File: src/rtl/slowcal_pkg.sv
// Shared types for the slow clock calibration counter.
package slowcal_pkg;
    // Slow source requested for a run (2-bit field, 3 behaves as MUX).
    typedef enum logic [1:0] {
        SRC_XTAL = 2'd0,
        SRC_DIV  = 2'd1,
        SRC_MUX  = 2'd2,
        SRC_MUX2 = 2'd3
    } src_e;

    // Source currently feeding the slow-clock mux (3 behaves as RC).
    typedef enum logic [1:0] {
        MUX_RC   = 2'd0,
        MUX_XTAL = 2'd1,
        MUX_DIV  = 2'd2,
        MUX_RC2  = 2'd3
    } mux_e;

    // Counting engine phases.
    typedef enum logic [1:0] {
        CNT_IDLE = 2'd0,
        CNT_ARM  = 2'd1,
        CNT_RUN  = 2'd2
    } cnt_state_e;

    localparam int RATIO_W = 32;
endpackage

File: src/rtl/slowcal_sync.sv
// Brings a slow clock into the reference domain and flags its rising edges.
// Assumes the slow clock period is several reference cycles long.
module slowcal_sync #(
    parameter int STAGES = 2
) (
    input  logic clk,
    input  logic rst_n,
    input  logic slow_in,
    output logic rise
);
    logic [STAGES-1:0] chain;
    logic              last;

    // Synchroniser chain plus one history flop for edge detection.
    always_ff @(posedge clk) begin
        if (!rst_n) begin
            chain <= '0;
            last  <= 1'b0;
        end else begin
            chain <= {chain[STAGES-2:0], slow_in};
            last  <= chain[STAGES-1];
        end
    end

    assign rise = chain[STAGES-1] & ~last;

    // A rising edge is one cycle wide and cannot repeat on the next cycle.
    assert_edge_single_R1: assert property (@(posedge clk) disable iff (!rst_n)
        rise |=> !rise);
endmodule

File: src/rtl/slowcal_estimator.sv
// Predicts the run length from the nominal source frequency and decides
// whether the run fits the result register. Purely combinational.
module slowcal_estimator
    import slowcal_pkg::*;
#(
    parameter int CYC_W   = 15,
    parameter int RES_W   = 24,
    parameter int REF_HZ  = 40_000_000,
    parameter int XTAL_HZ = 32_768,
    parameter int FOSC_HZ = 8_500_000,
    parameter int RC_HZ   = 150_000,
    localparam int EW     = CYC_W + RATIO_W,
    localparam int TW     = EW + 1
) (
    input  logic [1:0]       src,
    input  logic [1:0]       mux_src,
    input  logic [CYC_W-1:0] cycles,
    output logic             refuse,
    output logic [TW-1:0]    tlim
);
    localparam logic [63:0] R_XTAL = 64'(REF_HZ) / 64'(XTAL_HZ);
    localparam logic [63:0] R_DIV  = (64'(REF_HZ) * 64'd256) / 64'(FOSC_HZ);
    localparam logic [63:0] R_RC   = 64'(REF_HZ) / 64'(RC_HZ);

    logic [RATIO_W-1:0] ratio;
    logic [EW-1:0]      expected;

    // Pick the nominal ratio of the requested source.
    always_comb begin
        unique case (src)
            SRC_XTAL: ratio = R_XTAL[RATIO_W-1:0];
            SRC_DIV:  ratio = R_DIV[RATIO_W-1:0];
            default: begin
                unique case (mux_src)
                    MUX_XTAL: ratio = R_XTAL[RATIO_W-1:0];
                    MUX_DIV:  ratio = R_DIV[RATIO_W-1:0];
                    default:  ratio = R_RC[RATIO_W-1:0];
                endcase
            end
        endcase
    end

    // Predicted count, refusal decision and timeout limit.
    always_comb begin
        expected = EW'(cycles) * EW'(ratio);
        refuse   = (cycles == '0) || ((expected >> RES_W) != '0);
        tlim     = {expected, 1'b0};
    end
endmodule

File: src/rtl/slowcal_counter.sv
// Counting engine: after launch waits for a first slow edge, then counts
// reference cycles until the programmed number of slow edges has passed.
// Abandons the run when the timeout limit is reached. Assumes launch only
// arrives while idle.
module slowcal_counter
    import slowcal_pkg::*;
#(
    parameter int CYC_W    = 15,
    parameter int RES_W    = 24,
    parameter int TW       = 48,
    parameter int ARM_HOLD = 3
) (
    input  logic             clk,
    input  logic             rst_n,
    input  logic             launch,
    input  logic [CYC_W-1:0] target,
    input  logic [TW-1:0]    tlim,
    input  logic             edge_pulse,
    output logic             done,
    output logic             fail,
    output logic [RES_W-1:0] value
);
    localparam logic [RES_W-1:0] CMAX = '1;

    cnt_state_e       state;
    logic [RES_W-1:0] cnt;
    logic [RES_W-1:0] nxt;
    logic [CYC_W-1:0] edges;
    logic [CYC_W-1:0] target_q;
    logic [TW-1:0]    tlim_q;
    logic [TW-1:0]    tcnt;
    logic             last_edge;

    // Saturating next count and span completion test.
    always_comb begin
        nxt       = (cnt == CMAX) ? CMAX : cnt + 1'b1;
        last_edge = edge_pulse && (({1'b0, edges} + 1'b1) == {1'b0, target_q});
    end

    // Run sequencing: arm, count, finish or abandon.
    always_ff @(posedge clk) begin
        if (!rst_n) begin
            state    <= CNT_IDLE;
            cnt      <= '0;
            edges    <= '0;
            target_q <= '0;
            tlim_q   <= '0;
            tcnt     <= '0;
            done     <= 1'b0;
            fail     <= 1'b0;
            value    <= '0;
        end else begin
            done <= 1'b0;
            if (state == CNT_IDLE) begin
                if (launch) begin
                    state    <= CNT_ARM;
                    tcnt     <= '0;
                    target_q <= target;
                    tlim_q   <= tlim;
                end
            end else begin
                tcnt <= tcnt + 1'b1;
                if (state == CNT_RUN && last_edge) begin
                    state <= CNT_IDLE;
                    done  <= 1'b1;
                    fail  <= (nxt == CMAX);
                    value <= nxt;
                end else if ((tcnt + 1'b1) >= tlim_q) begin
                    state <= CNT_IDLE;
                    done  <= 1'b1;
                    fail  <= 1'b1;
                    value <= '0;
                end else if (state == CNT_ARM) begin
                    if (edge_pulse && tcnt >= TW'(ARM_HOLD)) begin
                        state <= CNT_RUN;
                        cnt   <= '0;
                        edges <= '0;
                    end
                end else begin
                    cnt <= nxt;
                    if (edge_pulse) edges <= edges + 1'b1;
                end
            end
        end
    end

    // Count holds at its ceiling while running instead of wrapping.
    assert_sat_hold_R8: assert property (@(posedge clk) disable iff (!rst_n)
        (state == CNT_RUN && cnt == CMAX) |=> (cnt == CMAX || state == CNT_IDLE));

    // An active run never outlives its timeout limit.
    assert_timeout_bound_R7: assert property (@(posedge clk) disable iff (!rst_n)
        (state != CNT_IDLE) |-> (tcnt < tlim_q));
endmodule

File: src/rtl/slowcal_meter.sv
// Slow clock period calibration counter, top level. Holds the oscillator
// enable bits, launches runs on a start edge, forces the requested source on
// for the run and restores the captured enables afterwards. Assumes start and
// the configuration inputs are synchronous to clk.
module slowcal_meter
    import slowcal_pkg::*;
#(
    parameter int CYC_W   = 15,
    parameter int RES_W   = 24,
    parameter int REF_HZ  = 40_000_000,
    parameter int XTAL_HZ = 32_768,
    parameter int FOSC_HZ = 8_500_000,
    parameter int RC_HZ   = 150_000,
    parameter int SYNC_N  = 2
) (
    input  logic             clk,
    input  logic             rst_n,
    input  logic             start,
    input  logic [1:0]       src_sel,
    input  logic [CYC_W-1:0] cal_cycles,
    input  logic [1:0]       mux_sel,
    input  logic             en_we,
    input  logic             en_xtal_wr,
    input  logic             en_div_wr,
    input  logic             xtal_clk,
    input  logic             div_clk,
    input  logic             mux_clk,
    output logic             osc_xtal_en,
    output logic             osc_div_en,
    output logic             busy,
    output logic             ready,
    output logic             err,
    output logic [RES_W-1:0] result
);
    localparam int TW = CYC_W + RATIO_W + 1;

    logic          start_q;
    logic          launch;
    logic          refuse;
    logic [TW-1:0] tlim;
    logic [1:0]    src_q;
    logic          slow_sel;
    logic          rise;
    logic          cnt_done;
    logic          cnt_fail;
    logic [RES_W-1:0] cnt_value;
    logic          cap_x;
    logic          cap_d;

    assign launch = start & ~start_q & ~busy;

    // Route the slow clock of the latched source to the synchroniser.
    always_comb begin
        unique case (src_q)
            SRC_XTAL: slow_sel = xtal_clk;
            SRC_DIV:  slow_sel = div_clk;
            default:  slow_sel = mux_clk;
        endcase
    end

    slowcal_estimator #(
        .CYC_W(CYC_W), .RES_W(RES_W), .REF_HZ(REF_HZ),
        .XTAL_HZ(XTAL_HZ), .FOSC_HZ(FOSC_HZ), .RC_HZ(RC_HZ)
    ) i_est (
        .src(src_sel), .mux_src(mux_sel), .cycles(cal_cycles),
        .refuse(refuse), .tlim(tlim)
    );

    slowcal_sync #(.STAGES(SYNC_N)) i_sync (
        .clk(clk), .rst_n(rst_n), .slow_in(slow_sel), .rise(rise)
    );

    slowcal_counter #(.CYC_W(CYC_W), .RES_W(RES_W), .TW(TW)) i_cnt (
        .clk(clk), .rst_n(rst_n), .launch(launch && !refuse),
        .target(cal_cycles), .tlim(tlim), .edge_pulse(rise),
        .done(cnt_done), .fail(cnt_fail), .value(cnt_value)
    );

    // Start history for edge detection.
    always_ff @(posedge clk) begin
        if (!rst_n) start_q <= 1'b0;
        else        start_q <= start;
    end

    // Run control, status, result and enable ownership.
    always_ff @(posedge clk) begin
        if (!rst_n) begin
            busy        <= 1'b0;
            ready       <= 1'b0;
            err         <= 1'b0;
            result      <= '0;
            src_q       <= SRC_XTAL;
            cap_x       <= 1'b0;
            cap_d       <= 1'b0;
            osc_xtal_en <= 1'b0;
            osc_div_en  <= 1'b0;
        end else if (busy) begin
            if (cnt_done) begin
                busy        <= 1'b0;
                ready       <= 1'b1;
                err         <= cnt_fail;
                result      <= cnt_fail ? '0 : cnt_value;
                osc_xtal_en <= cap_x;
                osc_div_en  <= cap_d;
            end
        end else if (launch) begin
            if (refuse) begin
                ready  <= 1'b1;
                err    <= 1'b1;
                result <= '0;
            end else begin
                busy        <= 1'b1;
                ready       <= 1'b0;
                err         <= 1'b0;
                src_q       <= src_sel;
                cap_x       <= osc_xtal_en;
                cap_d       <= osc_div_en;
                osc_xtal_en <= osc_xtal_en | (src_sel == SRC_XTAL);
                osc_div_en  <= osc_div_en  | (src_sel == SRC_DIV);
            end
        end else if (en_we) begin
            osc_xtal_en <= en_xtal_wr;
            osc_div_en  <= en_div_wr;
        end
    end

    // Busy and ready are mutually exclusive.
    assert_busy_ready_excl_R4: assert property (@(posedge clk) disable iff (!rst_n)
        !(busy && ready));

    // An error always reports a zero result.
    assert_err_zero_R8: assert property (@(posedge clk) disable iff (!rst_n)
        err |-> (result == '0));

    // Enables return to the captured values when a run ends.
    assert_restore_R5: assert property (@(posedge clk) disable iff (!rst_n)
        $fell(busy) |-> (osc_xtal_en == cap_x && osc_div_en == cap_d));

    // A refused launch finishes at once with an error and no run.
    assert_refuse_R6: assert property (@(posedge clk) disable iff (!rst_n)
        (launch && refuse) |=> (ready && err && !busy));
endmodule

File: config.mk
export PLATFORM = sky130hd
export DESIGN_NAME = slowcal_meter
export DESIGN_NICKNAME = d
export VERILOG_FILES = /design/src/rtl/slowcal_pkg.sv /design/src/rtl/slowcal_sync.sv /design/src/rtl/slowcal_estimator.sv /design/src/rtl/slowcal_counter.sv /design/src/rtl/slowcal_meter.sv
export SDC_FILE = /design/constraint.sdc
export NUM_CORES = 1
export LEC_CHECK = 0
export ABC_AREA = 1
export BUFFER_PORTS_ARGS = -buffer_cell sky130_fd_sc_hd__buf_2
export CAP_MARGIN = 20
export CORE_MARGIN = 4
export CORE_UTILIZATION = 50
export DETAILED_ROUTE_END_ITERATION = 10
export GPL_TIMING_DRIVEN = 0
export HOLD_SLACK_MARGIN = 0.1
export PLACE_DENSITY = 0.68
export SLEW_MARGIN = 20
export SYNTH_ARGS = -nofsm -noshare
export SYNTH_HDL_FRONTEND = slang
export SYNTH_SLANG_ARGS = --single-unit
File: constraint.sdc
create_clock -name clk -period 8.9 [get_ports clk]
set_input_delay 0.89 -clock clk [delete_from_list [all_inputs] [get_ports clk]]
set_output_delay 0.89 -clock clk [all_outputs]
set_load 0.05 [all_outputs]
* After elaboration in Yosys (flattened, before gate mapping) *
Index checks and enable logic that the tools add are counted.

word-level totals
  bits in read-only memories = 0
  logic and storage cells = 130
  memories = 0
  register bits = 214
  bits in latches = 0
  memory bits (writable) = 0

cells by class
  $lt $le $gt $ge = 2
  bitwise logic cells = 13
  shift-type cells = 0
  eq/ne operators = 13
  $add $sub $neg = 4
  mux-type cells = 48
  multipliers = 1
  reductions and logical operators = 28
  div/mod/pow operators = 0

operators by type and width
  operator                                                                              count
  24-bit 2-to-1 mux                                                                     10
  48-bit 2-to-1 mux                                                                     2
  32-bit case mux with 2 select lines                                                   1
  48-bit by 1-bit adder with 48-bit output, second input constant                       1
  24-bit equality test, second input constant                                           2
  48-bit by 2-bit greater-or-equal comparator with 1-bit output, second input constant  1
  48-bit greater-or-equal comparator                                                    1
  15-bit by 32-bit multiplier with 47-bit output                                        1
  47-bit nonzero test                                                                   1
  15-bit 2-to-1 mux                                                                     3
  24-bit by 1-bit adder with 24-bit output, second input constant                       1
  1-bit 2-to-1 mux                                                                      24
  11-bit case mux with 2 select lines                                                   1
  15-bit by 1-bit adder with 16-bit output, second input constant                       1
  16-bit by 15-bit equality test with 1-bit output                                      1
  15-bit by 1-bit adder with 15-bit output, second input constant                       1
  15-bit zero test                                                                      1
  2-bit 2-to-1 mux                                                                      6
  3-bit AND reduction                                                                   4
  2-bit by 1-bit equality test with 1-bit output, second input constant                 4
  1-bit NOT                                                                             8
  2-bit nonzero test                                                                    4
  4-bit nonzero test                                                                    2
  2-bit zero test                                                                       3
  15 further kinds                                                                      25

* Logic depth before layout (Yosys ltp) *
  depth after elaboration = 10
  gate-level depth with buffers = 38
  mapped depth without buffers = 36

* Modules after synthesis *
A second synthesis with hierarchy kept.

unflattened totals
  cells, all modules = 2606
  area, all modules = 17499.3 µm²

modules (own cells, without submodules)
  module             times used  cells each  area each (µm²)  seq. area each (µm²)
  slowcal_counter    1           1656        10711.5          3563.4
  slowcal_estimator  1           691         5134.9           0.0
  slowcal_meter      1           248         1560.2           680.7
  slowcal_sync       1           11          92.6             60.1

* Worst setup path before layout *
No wires, ideal clock.

  kind = input -> register
  from = input mux_sel[0]
  to = register i_cnt.tcnt[47]
  arrival = 7.105 ns
  setup slack = 1.653 ns
  stages on the path = 35
  cell sequence = inv_1 -> ha_1 -> nand2_1 -> inv_1 -> clkbuf_1 -> nor2_1 -> fa_1 -> inv_1 -> fa_1 -> inv_1 -> fa_1 -> inv_1 -> fa_1 -> inv_1 -> fa_1 -> inv_1 -> fa_1 -> inv_1 -> ha_1 -> a21oi_1 -> o21ai_0 -> nand2_1 -> nand2_1 -> nand2_1 -> nand3_1 -> xor2_1 -> nor2_1 -> nand3_1 -> buf_4 -> nand2_1 -> inv_1 -> buf_2 -> buf_4 -> nand2_1 -> a21oi_1

on the way
  cells in the longest elaborated chain, start to end = 9

RTL lines
  element                                                                                line                     source
  start, declared                                                                        slowcal_meter.sv:21      input logic [1:0] mux_sel,
  2-bit equality test or 2-bit by 1-bit equality test with 1-bit output (tied branches)  slowcal_estimator.sv:34  unique case (mux_src)
  11-bit case mux with 2 select lines (*)                                                slowcal_estimator.sv:34
  32-bit case mux with 2 select lines (*)                                                slowcal_estimator.sv:30  unique case (src)
  15-bit by 32-bit multiplier with 47-bit output (*)                                     slowcal_estimator.sv:45  expected = EW'(cycles) * EW'(ratio);
  47-bit nonzero test (*)                                                                slowcal_estimator.sv:46  refuse = (cycles == '0) || ((expected >> RES_W) != '0);
  1-bit logical OR (*)                                                                   slowcal_estimator.sv:46
  1-bit zero test (*)                                                                    slowcal_meter.sv:74      .clk(clk), .rst_n(rst_n), .launch(launch && !refuse),
  1-bit logical AND (*)                                                                  slowcal_meter.sv:74
  2-bit by 1-bit != test with 1-bit output (no line) (*)                                 -
  end signal, assigned                                                                   slowcal_counter.sv:62    tcnt <= tcnt + 1'b1;
  end, declared                                                                          slowcal_counter.sv:31    logic [TW-1:0] tcnt;

Every way passes the cells marked *; elsewhere a longest branch is shown, timed or not.
A chain may end at the register's enable or synchronous reset.

* Worst setup path after layout *
  from = input mux_sel[0]
  to = register i_cnt.tlim_q[6]

on the way
  cells in the longest elaborated chain, start to end = 9

RTL lines
  element                                                                                line                     source
  2-bit equality test or 2-bit by 1-bit equality test with 1-bit output (tied branches)  slowcal_estimator.sv:34
  11-bit case mux with 2 select lines (*)                                                slowcal_estimator.sv:34
  32-bit case mux with 2 select lines (*)                                                slowcal_estimator.sv:30
  15-bit by 32-bit multiplier with 47-bit output (*)                                     slowcal_estimator.sv:45
  47-bit nonzero test                                                                    slowcal_estimator.sv:46
  1-bit logical OR                                                                       slowcal_estimator.sv:46
  1-bit zero test                                                                        slowcal_meter.sv:74
  1-bit logical AND                                                                      slowcal_meter.sv:74
  2-bit AND reduction (no line)                                                          -
  end signal, assigned                                                                   slowcal_counter.sv:59    tlim_q <= tlim;
  end, declared                                                                          slowcal_counter.sv:30    logic [TW-1:0] tlim_q;

Marks and branches as above.

==> impl_metrics.json <==
{
  "status": "completed",
  "r2r-start": "i_cnt.tcnt[0]",
  "period_share_pct": 92.2,
  "hp-start": "i_sync.chain[0]",
  "grt_pass1_vias": 14500,
  "worst_setup_path_start_kind": "input pin",
  "hold_violations": 0,
  "nNetsFinal": 2594,
  "die_y_um": 186,
  "clock.fmax_mhz": 122,
  "relSlewSlack_pct": 34.5,
  "ys_warn_count": 0,
  "fin_area_um2": 17200,
  "diodes": 0,
  "worstPathRequired_ns": 9.25,
  "finalMaxSlewViolations": 0,
  "port_buffers": 56,
  "holdPathEnd": "i_sync.chain[1]",
  "clkTransAtPathRegs_ns": 0.08,
  "wire_per_inst_um": 16.1,
  "layout_common_cells": "nand2_1, inv_1, nor2_1, dfxtp_1, a21oi_1",
  "arrival_ns": 8.55,
  "grt_max_degree": 21,
  "ant_nets": 0,
  "area_growth_pct": 8.73,
  "max-cap-violations": 0,
  "r2r_end": "i_cnt.cnt[15]",
  "drt_wl_total_um": 44200,
  "ir_worst_vdd_uv": 183,
  "async_flop_share_pct": 0,
  "hp-class": "flip-flop to flip-flop",
  "clock_latency_ns": 0.46,
  "syn-cell-area_um2": 15800,
  "slowest_delay_ns": 0.56,
  "layout_commonest_cell": "nand2_1",
  "hold_buffers": 0,
  "power_uw": 4890,
  "hold-path-cell-count": 2,
  "reg2reg_slack_ns": 4.98,
  "place_area_um2": 16600,
  "seq_area_frac_synth_pct": 24.6,
  "p_per_area_nw_per_um2": 285,
  "syn-num-nets": 2520,
  "rsz0062_at_grt": "false",
  "worstRegToRegCells": 24,
  "cp_max_fo": 10,
  "slowest_stage": "fa_1",
  "cpMostUsedCell": "inv_1",
  "drtIter0Drc": 1110,
  "antenna_found_initial": 1,
  "numCtsBuffers": 17,
  "ys_seq_elements": 194,
  "post_drt_via_cell_ratio": 5.39,
  "root_buffer": "clkbuf_16",
  "htree_levels": 4,
  "ys.flop_type": "dfxtp_1",
  "initial_core_util_pct": 51.2,
  "syn_area_per_cell_um2": 6.95,
  "post-dp-hpwl_um": 35900,
  "grt_overflow": 0,
  "first_pass_iters": 6,
  "cts.sinks": 194,
  "postCtsSetupRepairBufs": 0,
  "cts_tree": "built",
  "track_usage_pct": 26.4,
  "core_um2": 30800,
  "fp-row-count": 64,
  "cts_buffer_depth": 2,
  "grt_pass1_wl_um": 72900,
  "skew_ns": 0.0177,
  "vias": 14800,
  "die_w_um": 186,
  "end_kind": "flip-flop",
  "layout-drive-gt1-share_pct": 8.40,
  "setup_viol": 0,
  "hold_ws_ns": 0.435,
  "p_leak_uw": 0.00799,
  "setup_tns_ns": 0,
  "min_period_ns": 8.20,
  "synth_enable_flop_cells": 0,
  "fillers": 3012,
  "dieArea_um2": 34500,
  "drc": 0,
  "worst_pin_slew_ns": 0.982,
  "path_class": "input pin to flip-flop",
  "gp_congestion": 0.946,
  "netlist_instances": 2270,
  "boundaryPins": 57,
  "yosysUniqueCellTypes": 44
}
## worst max path at each step
stage                           from  slack, ns            endpoint  cells past startpoint
after detailed placement  mux_sel[0]       0.03     i_cnt.tlim_q[5]                     33
after global routing      mux_sel[0]       0.21     i_cnt.tlim_q[6]                     32
after global placement    mux_sel[0]       0.06  i_cnt.target_q[11]                     32
after floorplan           mux_sel[0]       1.65      i_cnt.tcnt[47]                     35
final                     mux_sel[0]       0.70     i_cnt.tlim_q[6]                     32
after CTS                 mux_sel[0]       0.47     i_cnt.tlim_q[6]                     33
## state kept, by name, indices dropped and copies added (netlist names)
signal / count
i_cnt.tcnt: 48
i_cnt.tlim_q: 27
i_cnt.cnt: 24
i_cnt.value: 24
result: 24
i_cnt.edges: 15
i_cnt.target_q: 15
i_cnt.state: 2
i_sync.chain: 2
src_q: 2
busy: 1
cap_d: 1
cap_x: 1
err: 1
i_cnt.done: 1
i_cnt.fail: 1
i_sync.last: 1
osc_div_en: 1
osc_xtal_en: 1
ready: 1
start_q: 1
## where the power goes
part           switching (µW)  total, µW  internal (µW)  leakage, µW
Sequential                105       1110           1010      0.00158
Combinational            2000       2970            965      0.00612
Clock                     410        817            407     0.000292
Total                    2520       4890           2380      0.00799
## cell usage after synthesis (5+ instances only)
cell      count  area (µm²)
nor2_2        8        50.1
xnor2_1      23         201
a21oi_2      20         175
fa_1         85        1700
a21oi_1     182         911
xor2_1       39         342
ha_1        137        1710
nand2_1     557        2090
nor3_1       30         150
dfxtp_1     194        3880
nand2_2      30         188
o21ai_0      90         450
inv_1       327        1230
or2_2        10        62.6
nor2_1      266         998
nor2_4        7        78.8
nand4_1      39         244
clkbuf_1     44         165
a21boi_0      5        37.5
nor4_1       18         113
buf_4         5        37.5
nand3b_1      8        60.1
buf_2         7        35.0
nand3_1      92         460
## layout make-up
class | count | area (µm²) | share of cell area [%]
tap | 396 | 495 | 2.89
multi-input combinational | 1682 | 10400 | 60.3
buffer | 60 | 298 | 1.73
inverter | 333 | 1250 | 7.28
timing repair buffer | 56 | 280 | 1.63
sequential | 194 | 3880 | 22.6
clock buffer | 17 | 425 | 2.48
clock inverter | 15 | 180 | 1.05
## what timing repair did
item | 4_1_cts | 5_1_grt
setup endpoints to repair | 0 | 50
hold endpoints to repair | 0 | 0
gates resized for setup | 0 | 0
## metal layers
metal,track usage (%),wire length [µm],share of wire [%]
met1,37.0,20500,46
met2,42.3,19800,45
met4,6.30,816,1.8
met5,0,0,0
met3,5.22,3070,6.9
## stage by stage
stage / setup slack (ns) / instances / util, %
finish: 0.697 / 2753 / 55.7
global route: 0.206 / 2753 / 55.7
CTS: 0.469 / 2754 / 55.7
detailed placement: 0.0328 / 2722 / 53.7
global placement: 0.0567 / 2722 / 53.7
floorplan: 1.65 / 2270 / -
## worst max-delay path: cells and delay by family
| kind | cells | cell delay (ns) |
|---|---|---|
| compound gates | 2 | 0.33 |
| fa+ha+maj | 8 | 3.76 |
| buf+inv | 10 | 1.46 |
| simple gates | 12 | 2.08 |
## logic make-up after synthesis
kind of cell / after synthesis / synth area share (%)
buffers and inverters: 394 / 9.83
adders and majority gates: 222 / 21.6
other: 1 / 0.0238
AOI/OAI and AO/OA: 317 / 10.9
xor gates and xnor gates: 62 / 3.44
and+or+nand+nor: 1080 / 29.6
DFF: 194 / 24.6
No activity file was read; power rests on OpenSTA's default activity.
